<file path="src/rtl/phy_mode_pkg.sv">
package phy_mode_pkg;
   localparam int CTRL_RST_BIT = 15;
   localparam int CTRL_PD_BIT  = 11;
   localparam int CTRL_ISO_BIT = 10;
   localparam int CTRL_MIN_W   = 16;

   typedef struct packed {
      logic rst_n;
      logic pd;
      logic iso;
      logic rpt;
      logic iso_strap;
      logic clk_strap;
   } pin_bus_t;

   localparam int PIN_BUS_W = $bits(pin_bus_t);
endpackage

</file>
<file path="src/rtl/phy_sync_bus.sv">
module phy_sync_bus #(
   parameter int W      = 1,
   parameter int STAGES = 2
) (
   input  logic         clk,
   input  logic [W-1:0] d,
   output logic [W-1:0] q
);
   if (STAGES < 2) begin : g_bad_stages
      $error("phy_sync_bus: STAGES must be at least 2");
   end

   logic [W-1:0] stg [STAGES];

   always_ff @(posedge clk) stg[0] <= d;

   for (genvar i = 1; i < STAGES; i++) begin : g_stage
      always_ff @(posedge clk) stg[i] <= stg[i-1];
   end

   assign q = stg[STAGES-1];
endmodule

</file>
<file path="src/rtl/phy_rst_qual.sv">
module phy_rst_qual #(
   parameter int RST_MIN_CYC = 3750,
   parameter int SW_RST_CYC  = 16
) (
   input  logic clk,
   input  logic rst_s,
   input  logic sw_req,
   output logic rst_active
);
   localparam int LOW_W = $clog2(RST_MIN_CYC + 1);
   localparam int SW_W  = $clog2(SW_RST_CYC + 1);
   localparam logic [LOW_W-1:0] LOW_LIM = LOW_W'(RST_MIN_CYC);
   localparam logic [SW_W-1:0]  SW_LAST = SW_W'(SW_RST_CYC - 1);

   if (RST_MIN_CYC < 1) begin : g_bad_min
      $error("phy_rst_qual: RST_MIN_CYC must be at least 1");
   end
   if (SW_RST_CYC < 1) begin : g_bad_sw
      $error("phy_rst_qual: SW_RST_CYC must be at least 1");
   end

   logic [LOW_W-1:0] low_cnt;
   logic             hw_act;
   logic [SW_W-1:0]  sw_cnt;
   logic             sw_act;

   // Pin low-time qualifier: reset only after more than LOW_LIM low samples.
   always_ff @(posedge clk) begin
      if (rst_s) begin
         low_cnt <= '0;
         hw_act  <= 1'b0;
      end else if (low_cnt != LOW_LIM) begin
         low_cnt <= low_cnt + 1'b1;
      end else begin
         hw_act  <= 1'b1;
      end
   end

   // Software reset timer, overridden by a qualified pin reset.
   always_ff @(posedge clk) begin
      if (hw_act) begin
         sw_act <= 1'b0;
         sw_cnt <= '0;
      end else if (sw_act) begin
         if (sw_cnt == SW_LAST) begin
            sw_act <= 1'b0;
            sw_cnt <= '0;
         end else begin
            sw_cnt <= sw_cnt + 1'b1;
         end
      end else if (sw_req) begin
         sw_act <= 1'b1;
         sw_cnt <= '0;
      end
   end

   assign rst_active = hw_act | sw_act;
endmodule

</file>
<file path="src/rtl/phy_ctrl_reg.sv">
module phy_ctrl_reg
   import phy_mode_pkg::*;
#(
   parameter int ADDR_W    = 5,
   parameter int DATA_W    = 16,
   parameter int CTRL_ADDR = 0
) (
   input  logic              clk,
   input  logic              rst_active,
   input  logic              iso_strap_s,
   input  logic              clk_strap_s,
   input  logic              wr,
   input  logic [ADDR_W-1:0] addr,
   input  logic [DATA_W-1:0] wdata,
   output logic [DATA_W-1:0] rdata,
   output logic              pd_bit,
   output logic              iso_bit,
   output logic              clk25_en,
   output logic              sw_req
);
   localparam logic [ADDR_W-1:0] SEL = ADDR_W'(CTRL_ADDR);

   if (DATA_W < CTRL_MIN_W) begin : g_bad_data
      $error("phy_ctrl_reg: DATA_W must hold the control bits");
   end
   if (CTRL_ADDR >= (1 << ADDR_W)) begin : g_bad_addr
      $error("phy_ctrl_reg: CTRL_ADDR outside address space");
   end

   logic hit;
   logic [DATA_W-1:0] rd_nxt;

   assign hit    = (addr == SEL);
   assign sw_req = wr & hit & wdata[CTRL_RST_BIT] & ~rst_active;

   always_ff @(posedge clk) begin
      if (rst_active) begin
         pd_bit   <= 1'b0;
         iso_bit  <= iso_strap_s;
         clk25_en <= clk_strap_s;
      end else if (wr && hit) begin
         pd_bit   <= wdata[CTRL_PD_BIT];
         iso_bit  <= wdata[CTRL_ISO_BIT];
      end
   end

   always_comb begin
      rd_nxt = '0;
      if (hit) begin
         rd_nxt[CTRL_RST_BIT] = rst_active;
         rd_nxt[CTRL_PD_BIT]  = pd_bit;
         rd_nxt[CTRL_ISO_BIT] = iso_bit;
      end
   end

   always_ff @(posedge clk) rdata <= rd_nxt;
endmodule

</file>
<file path="src/rtl/phy_mode_ctrl.sv">
module phy_mode_ctrl
   import phy_mode_pkg::*;
#(
   parameter int RST_MIN_CYC    = 3750,
   parameter int SW_RST_CYC     = 16,
   parameter int SYNC_STAGES    = 2,
   parameter int ADDR_W         = 5,
   parameter int DATA_W         = 16,
   parameter int CTRL_ADDR      = 0,
   parameter bit CRS_EXEMPT_EN  = 1'b1
) (
   input  logic              clk,
   input  logic              rst_pin_n,
   input  logic              pd_pin,
   input  logic              iso_pin,
   input  logic              rpt_mode,
   input  logic              iso_strap,
   input  logic              clk_strap,
   input  logic [ADDR_W-1:0] mgmt_addr,
   input  logic              mgmt_wr,
   input  logic [DATA_W-1:0] mgmt_wdata,
   output logic [DATA_W-1:0] mgmt_rdata,
   output logic              clk25_en,
   output logic              analog_en,
   output logic              core_rst,
   output logic              mii_oe,
   output logic              crs_oe
);
   pin_bus_t pins_raw, pins_s;
   logic     rst_active, sw_req, pd_bit, iso_bit;
   logic     pd_any, iso_any, crs_oe_nxt;

   assign pins_raw = '{rst_n: rst_pin_n, pd: pd_pin, iso: iso_pin,
                       rpt: rpt_mode, iso_strap: iso_strap, clk_strap: clk_strap};

   phy_sync_bus #(.W(PIN_BUS_W), .STAGES(SYNC_STAGES)) u_sync (
      .clk (clk),
      .d   (pins_raw),
      .q   (pins_s)
   );

   phy_rst_qual #(.RST_MIN_CYC(RST_MIN_CYC), .SW_RST_CYC(SW_RST_CYC)) u_qual (
      .clk        (clk),
      .rst_s      (pins_s.rst_n),
      .sw_req     (sw_req),
      .rst_active (rst_active)
   );

   phy_ctrl_reg #(.ADDR_W(ADDR_W), .DATA_W(DATA_W), .CTRL_ADDR(CTRL_ADDR)) u_reg (
      .clk         (clk),
      .rst_active  (rst_active),
      .iso_strap_s (pins_s.iso_strap),
      .clk_strap_s (pins_s.clk_strap),
      .wr          (mgmt_wr),
      .addr        (mgmt_addr),
      .wdata       (mgmt_wdata),
      .rdata       (mgmt_rdata),
      .pd_bit      (pd_bit),
      .iso_bit     (iso_bit),
      .clk25_en    (clk25_en),
      .sw_req      (sw_req)
   );

   assign pd_any  = pins_s.pd  | pd_bit;
   assign iso_any = pins_s.iso | iso_bit;

   if (CRS_EXEMPT_EN) begin : g_crs_exempt
      assign crs_oe_nxt = ~iso_any | pins_s.rpt;
   end else begin : g_crs_follow
      assign crs_oe_nxt = ~iso_any;
   end

   always_ff @(posedge clk) begin
      analog_en <= ~pd_any;
      core_rst  <= rst_active | pd_any;
      mii_oe    <= ~iso_any;
      crs_oe    <= crs_oe_nxt;
   end
endmodule

</file>
<file path="config.mk">
export PLATFORM = sky130hd
export DESIGN_NAME = phy_mode_ctrl
export DESIGN_NICKNAME = d
export VERILOG_FILES = /design/src/rtl/phy_mode_pkg.sv /design/src/rtl/phy_sync_bus.sv /design/src/rtl/phy_rst_qual.sv /design/src/rtl/phy_ctrl_reg.sv /design/src/rtl/phy_mode_ctrl.sv
export SDC_FILE = /design/constraint.sdc
export NUM_CORES = 1
export LEC_CHECK = 0
export BUFFER_PORTS_ARGS = -buffer_cell sky130_fd_sc_hd__buf_2
export CORE_MARGIN = 3
export CORE_UTILIZATION = 40
export DETAILED_ROUTE_END_ITERATION = 10
export GPL_TIMING_DRIVEN = 0
export HOLD_SLACK_MARGIN = 0.06
export MAX_ROUTING_LAYER = met4
export PLACE_DENSITY = 0.72
export REMOVE_ABC_BUFFERS = 1
export SYNTH_ARGS = -nofsm -noshare
export SYNTH_HDL_FRONTEND = slang
export SYNTH_HIERARCHICAL = 1
export SYNTH_SLANG_ARGS = --single-unit
</file>
<file path="constraint.sdc">
create_clock -name clk -period 5.2 [get_ports clk]
set_input_delay 1.3 -clock clk [delete_from_list [all_inputs] [get_ports clk]]
set_output_delay 1.3 -clock clk [all_outputs]
set_load 0.02 [all_outputs]
</file>
# Word-level counts from Yosys, hierarchy flattened
# Memory sizes are Yosys's and may differ from the RTL's.
# Cells that the tools add are included.
# totals
regBits	29
latchBits	0
ramBits	12
romBits	0
input_bits	29
out_inout_bits	21
elab_cells	40
memories	1
# classes
add_sub_neg	2
multipliers	0
div_mod_pow	0
order_cmp	0
eq_ne	2
shifts	0
mux	8
bitwise	11
reduce_logical	4
# mem_list
name	depth	word_bits	read_ports	rd_ports_with_merged_regs	write_ports	line_no	text
u_sync.stg	2	6	2	0	2	phy_sync_bus.sv:13	logic [W-1:0] stg [STAGES];
# op_table
op	n
$mux 5	3
$add 12x1->12 const B	1
$ne 12x12->1 const B	1
$add 5x1->5 const B	1
$eq 5x4->1 const B	1
$logic_not 5->1	1
$mux 1	5
$or 1x1->1	5
$reduce_bool 2->1	2
$and 1x1->1	3
$not 1->1	3
$logic_and 1x1->1	1

# Longest topological paths before layout
# Gate-level depths: netlist of the first run.
# depth
ltp_word	6
ltp_mapped	6
mapped_depth_nobuf	5

# By module
# Netlist of the first run, hierarchy kept.
# modules_own_cells
mod	n_inst	cells_per_inst	area_each_um2	seq_area_each_um2
phy_rst_qual	1	102	908.4	380.4
phy_ctrl_reg	1	33	332.8	140.1
phy_sync_bus	1	18	285.3	240.2
phy_mode_ctrl	1	8	101.3	80.1

# Worst setup path after synthesis of the first run
# OpenSTA, ideal clock, no wires.
# synth_timing
path_kind	input -> register
startpoint	input port mgmt_addr[1]
endpoint	register u_qual.sw_cnt[2]
setup_time_ns	0.125
arrival_time_ns	2.542
required_ns	5.075
slack_ns	2.533
path_stages	5
n_path_buf	0
path_cell_list	or4_4 nor4b_1 nor2_1 a21oi_1 a211oi_1
# synth_via
elab_chain_len	5
# synth_rtl
item	line_no	text
start, declared	phy_mode_ctrl.sv:19	input logic [ADDR_W-1:0] mgmt_addr,
$logic_not 5->1	phy_ctrl_reg.sv:33	assign hit = (addr == SEL);
$and 1x1->1 (3 in series)	phy_ctrl_reg.sv:34	assign sw_req = wr & hit & wdata[CTRL_RST_BIT] & ~rst_active;
via sw_req	phy_mode_ctrl.sv:30	logic rst_active, sw_req, pd_bit, iso_bit;
$reduce_bool 2->1 (no source line)	n/a	
end signal, assigned	phy_rst_qual.sv:49	sw_cnt <= sw_cnt + 1'b1;
end, declared	phy_rst_qual.sv:24	logic [SW_W-1:0] sw_cnt;
# The timed path passes the listed nets, and every way through them passes these cells.
# A chain may end at the register's enable or synchronous reset.

# Worst setup path after layout of the first run
# Same ends and word-level chain as after synthesis.

==> results of run 1 <==
cells in the mapped netlist, types with 3 or more instances:
cell / number
dfxtp_1: 39
and2_1: 3
a31oi_1: 3
inv_1: 6
o31ai_1: 3
a21oi_1: 12
nand4_1: 3
nand3_1: 4
or4_1: 3
nor2_1: 8
o21ai_0: 4
ha_1: 3
buf_4: 19
nand2_1: 6
or3_1: 4
nand4b_1: 3
o21bai_1: 3
nor4_1: 3
nor3b_1: 3
per-stage QoR:
stage	instances	hold WS, ns	setup WS (ns)	area [µm²]	util
final	231	0.331	2.47	1810	0.476
after global routing	231	0.341	2.36	1810	0.476
after CTS	231	0.333	2.51	1810	0.476
after detailed placement	223	0.314	2.20	1700	0.447
after global placement	223	0.311	2.22	1700	0.447
after floorplan	152	0.310	2.53	1520	-
metal layers:
metal	up-vias	wire (µm)	global-route usage
met5	-	0	-
met2	31	1280	0.190
met1	537	1220	0.141
met4	0	12	0.0383
li1	588	-	-
met3	3	176	0.0406
sequential cells by signal, summed over array words and instances (netlist names):
| signal | flops |
|---|---|
| u_reg/rdata | 3 |
| mii_oe | 1 |
| u_qual/low_cnt | 12 |
| u_qual/sw_cnt | 5 |
| u_qual/sw_act | 1 |
| u_reg/iso_bit | 1 |
| u_qual/hw_act | 1 |
| crs_oe | 1 |
| u_sync/stg | 12 |
| core_rst | 1 |
| analog_en | 1 |
| u_reg/clk25_en | 1 |
| u_reg/pd_bit | 1 |
logic make-up (layout without fill, tap and decap cells):
logic type | Yosys count | count (layout) | share of synthesized area
compound gates | 29 | 29 | 0.108
xor+xnor | 1 | 1 | 0.00538
fa+ha+maj | 3 | 3 | 0.0231
buf+inv | 27 | 37 | 0.106
flops | 41 | 41 | 0.517
mux | 2 | 2 | 0.0138
other cells | 1 | 13 | 0.00230
simple gates | 57 | 57 | 0.224
cell usage in the layout (no fill, tap or decap), types with 3 or more instances in the layout:
master    count
o21ai_0       4
or3_1         4
nor2_1        8
nand4b_1      3
ha_1          3
conb_1       13
and2_1        3
nor4_1        3
a31oi_1       3
inv_1         6
buf_2        23
nand2_1       6
or4_1         3
o31ai_1       3
dfxtp_1      39
clkbuf_8      5
nand3_1       4
nor3b_1       3
nand4_1       3
a21oi_1      12
o21bai_1      3
final cells by class:
| class | count | share of cell area |
|---|---|---|
| timing repair buffer | 23 | 0.0637 |
| multi-input combinational | 105 | 0.365 |
| clock inverter | 3 | 0.0228 |
| tap | 48 | 0.0332 |
| inverter | 6 | 0.0125 |
| sequential | 41 | 0.465 |
| clock buffer | 5 | 0.0381 |
worst paths after layout:
check,endpoint,cells after the start
setup reg to reg,u_qual/sw_cnt[2],5
setup / recovery,u_qual/sw_cnt[2],6
hold / removal,u_sync/stg[0][11],0
hold reg to reg,u_sync/stg[0][11],0
where the power goes:
part           internal [mW]  switching (mW)  total [mW]
clock network          0.141           0.108       0.249
logic                 0.0352          0.0434      0.0786
registers              0.348          0.0279       0.376
total                  0.525           0.179       0.703
==> impl_metrics.env, run 1 <==
export IMPL_status="finished, final reports clean"
export IMPL_die_h_um=69.8
export IMPL_htreeDepth=2
export IMPL_synth_warnings=6
export IMPL_grt_max_degree=16
export IMPL_setup_tns_ns=0
export IMPL_rsz0062_at_grt="false"
export IMPL_ys_types=41
export IMPL_postSynthAreaPerCell_um2=10.1
export IMPL_critPathKind="input port to register"
export IMPL_leakage_nw=0.726
export IMPL_total_power_uw=703
export IMPL_ant_nets=0
export IMPL_nNetsFinal=214
export IMPL_end_kind="register"
export IMPL_vias=1159
export IMPL_io_pins=50
export IMPL_dpl_hpwl_mm=1.86
export IMPL_root_buffer="clkbuf_8"
export IMPL_r2r_start="u_qual/sw_act"
export IMPL_report_final_slew_viol_count=0
export IMPL_area_growth_pct=11.1
export IMPL_drive_above_1_share=0.213
export IMPL_design_core_area_um2=3800
export IMPL_crit_start="mgmt_addr[1]"
export IMPL_fmax_mhz=366
export IMPL_crit_fanout=5
export IMPL_setup_viol=0
export IMPL_drc=0
export IMPL_maxCapViolCount=0
export IMPL_cts_tree="built"
export IMPL_avgRoutedWirePerCell_um=11.6
export IMPL_hold_violations=0
export IMPL_cp_buffers_inverters=1
export IMPL_slew_headroom=0.584
export IMPL_initial_core_util=0.429
export IMPL_synth_area_leaders="dfxtp_1 48%, buf_4 8.8%, a21oi_1 3.7%"
export IMPL_async_flop_share=0
export IMPL_tightest_slew_ns=0.615
export IMPL_min_path_type="register to register"
export IMPL_grt_antenna_before_repair=0
export IMPL_n_antenna_cell=0
export IMPL_cts_hold_buf=0
export IMPL_crit_slowest_cell="or4_4"
export IMPL_cp_arrival_ns=2.90
export IMPL_crit_family="simple AND/OR/NAND/NOR gates"
export IMPL_netlist_instances=161
export IMPL_cts_resized=0
export IMPL_grt_use_total=0.119
export IMPL_routed_wl_mm=2.68
export IMPL_insertion_delay_ns=0.29
export IMPL_grt_overflow_total=0
export IMPL_post_cts_buffers=0
export IMPL_synth_seq_cells=41
export IMPL_clkTransAtPathRegs_ns=0.08
export IMPL_numCtsBuffers=5
export IMPL_cts_buffer_depth=2
export IMPL_cp_cell_sequence="buf_2 -> or4_4 -> nor4b_1 -> nor2_1 -> a21oi_1 -> a211oi_1"
export IMPL_start_kind="input port"
export IMPL_row_count=22
export IMPL_gp_congestion=0.742
export IMPL_cellPowerDensity_nw_per_um2=389
export IMPL_multi_input_area_um2=659
export IMPL_fillCellCount=364
export IMPL_vias_per_cell=5.02
export IMPL_die_area_um2=4870
export IMPL_synth_area_um2=1630
export IMPL_fp_dieW_um=69.8
export IMPL_drt_first_pass_iters=4
export IMPL_cts_sinks=41
export IMPL_drt_iter0_drc=57
export IMPL_clock_skew_ns=0.00749
export IMPL_ys_seq_area_frac=0.517
export IMPL_period_minus_slack_ns=2.73
export IMPL_min_from="u_sync/stg[0][5]"
export IMPL_grt_pass1_wl_mm=4.63
export IMPL_period_share=0.525
export IMPL_ff2ff_setup_slack_ns=3.29
export IMPL_synth_top_area_share=0.480
export IMPL_synth_ff_type="dfxtp_1"
export IMPL_grt_pass1_vias=1090
export IMPL_cpPeakStageDelay_ns=0.56
export IMPL_cp_required_ns=5.37
export IMPL_synth_edf_count=2
export IMPL_port_buffers=23
export IMPL_synth_top_area_cell="dfxtp_1"
export IMPL_ff_latch_area_um2=841
export IMPL_ir_drop_uv=178
Power figures use the tool's default switching activity.
==> run 2: changes to the inputs <==
- ABC_AREA: not set -> 1
- clock period: 5.2 -> 2.8 ns (I/O delays scaled with it)
==> impl_metrics.env, run 2 <==
export IMPL_ys_seq_area_frac=0.520
export IMPL_initial_core_util=0.429
export IMPL_met2_length_mm=1.21
export IMPL_cts_sinks=41
export IMPL_synth_compound_area_frac=0.0541
export IMPL_hold_violations=0
export IMPL_synthAdderAreaFrac=0.0232
export IMPL_synth_ff_type="dfxtp_1"
export IMPL_cellPowerDensity_nw_per_um2=783
export IMPL_dpl_hpwl_mm=1.83
export IMPL_ir_drop_uv=380
export IMPL_synth_xor_area_frac=0.0217
export IMPL_setup_tns_ns=0
export IMPL_synth_seq_cells=41
export IMPL_postSynthAreaPerCell_um2=8.34
export IMPL_vias_per_cell=4.42
export IMPL_ys_types=22
export IMPL_hold_slack_ns=0.328
export IMPL_cp_arrival_ns=0.83
export IMPL_synth_area_leaders="dfxtp_1 48%, nand2_1 9.0%, buf_4 8.8%"
export IMPL_async_flop_share=0
export IMPL_design_core_area_um2=3770
export IMPL_yosys_area_share_simple=0.247
export IMPL_synth_warnings=6
export IMPL_cts_buffer_depth=2
export IMPL_insertion_delay_ns=0.30
export IMPL_fmax_mhz=653
export IMPL_drc=0
export IMPL_drive_above_1_share=0.175
export IMPL_grt_pass1_wl_mm=4.27
export IMPL_leakage_nw=0.792
export IMPL_nNetsFinal=248
export IMPL_period_minus_slack_ns=1.53
export IMPL_top_layer_used="met4"
export IMPL_critPathKind="register to output port"
export IMPL_die_h_um=69.6
export IMPL_end_kind="output port"
export IMPL_layout_common_cells="39 x nand2_1, 39 x dfxtp_1, 29 x nor2_1, 23 x buf_2, 18 x inv_1"
export IMPL_gp_congestion=0.802
export IMPL_crit_slowest_cell="edfxtp_1"
export IMPL_total_power_mw=1.41
export IMPL_yosys_top_cells_count="39 x dfxtp_1, 39 x nand2_1, 29 x nor2_1, 19 x buf_4, 18 x inv_1"
export IMPL_wl_met3_um=147
export IMPL_crit_family="flip-flops"
export IMPL_cpPeakStageDelay_ns=0.37
export IMPL_cts_tree="built"
export IMPL_rsz0062_at_grt="false"
export IMPL_grt_antenna_before_repair=0
export IMPL_grt_pass1_vias=1071
export IMPL_start_kind="register"
export IMPL_die_area_um2=4840
export IMPL_synth_area_um2=1620
export IMPL_synth_top_family_by_area="simple AND/OR/NAND/NOR gates"
export IMPL_cp_cell_sequence="buf_2"
export IMPL_fp_dieW_um=69.6
export IMPL_reg_top3="u_qual/low_cnt (12), u_sync/stg (12), u_qual/sw_cnt (5)"
export IMPL_grt_overflow_total=0
export IMPL_cts_resized=0
export IMPL_routed_wl_mm=2.55
export IMPL_status="finished, final reports clean"
export IMPL_cp_buffers_inverters=1
export IMPL_synth_edf_count=2
export IMPL_cts_hold_buf=0
export IMPL_synth_top_area_share=0.483
export IMPL_root_buffer="clkbuf_8"
export IMPL_row_count=22
export IMPL_drt_first_pass_iters=4
export IMPL_numCtsBuffers=5
export IMPL_post_cts_buffers=0
export IMPL_grt_use_total=0.116
export IMPL_cp_required_ns=2.10
export IMPL_wl_met1_mm=1.14
export IMPL_synthMuxAreaShare=0
export IMPL_drt_iter0_drc=41
export IMPL_crit_fanout=1
export IMPL_min_path_type="register to register"
export IMPL_n_antenna_cell=0
export IMPL_avgRoutedWirePerCell_um=9.63
export IMPL_setup_viol=0
export IMPL_ant_nets=0
export IMPL_report_final_slew_viol_count=0
export IMPL_clkTransAtPathRegs_ns=0.07
export IMPL_port_buffers=23
export IMPL_io_pins=50
export IMPL_maxCapViolCount=0
export IMPL_grt_max_degree=14
export IMPL_netlist_instances=194
export IMPL_period_share=0.547
export IMPL_synth_top_area_cell="dfxtp_1"
export IMPL_area_growth_pct=11.2
export IMPL_clock_skew_ns=0.00859
export IMPL_vias=1171
export IMPL_htreeDepth=2
run 2: final cells by class:
type | count | area [µm²]
Fill cell | 358 | 1970
Sequential cell | 41 | 841
Multi-Input combinational cell | 127 | 608
Timing Repair Buffer | 23 | 115
Clock buffer | 6 | 72.6
Inverter | 18 | 67.6
Tap cell | 48 | 60.1
Clock inverter | 2 | 35.0
run 2: per-stage QoR:
step | std cells | cell area (µm²) | utilization | setup slack (ns)
2_1_floorplan | 186 | 1520 | - | 1.34
3_3_place_gp | 257 | 1690 | 0.449 | 1.13
3_5_place_dp | 257 | 1690 | 0.449 | 1.11
4_1_cts | 265 | 1800 | 0.477 | 1.25
5_1_grt | 265 | 1800 | 0.477 | 1.23
6_report | 265 | 1800 | 0.477 | 1.27
run 2: report_power, final:
group	total, mW	switching [mW]	internal, mW
clock network	0.460	0.195	0.264
registers	0.727	0.0602	0.667
logic	0.223	0.140	0.0830
total	1.41	0.396	1.01
run 2: worst paths after layout:
path,endpoint,from,cells after the start,slack [ns]
worst max register to register,u_qual/sw_cnt[0],u_qual/sw_act,8,1.40
worst max-delay path,clk25_en,u_reg/clk25_en,1,1.27
worst min register to register,u_sync/stg[0][6],u_sync/stg[0][0],0,0.33
worst min-delay path,u_sync/stg[0][6],u_sync/stg[0][0],0,0.33
run 2: cell families (layout without fill, tap and decap cells):
family / Yosys count / count (layout)
simple gates: 90 / 90
flops: 41 / 41
buf+inv: 38 / 49
compound gates: 17 / 17
xor+xnor: 4 / 4
fa+ha+maj: 3 / 3
other cells: 1 / 13
run 2: layer usage:
| layer | vias to the layer above | GRT usage |
|---|---|---|
| met1 | 510 | 0.115 |
| met5 | - | - |
| met3 | 5 | 0.0623 |
| met4 | 0 | 0.0521 |
| met2 | 35 | 0.190 |
| li1 | 621 | - |
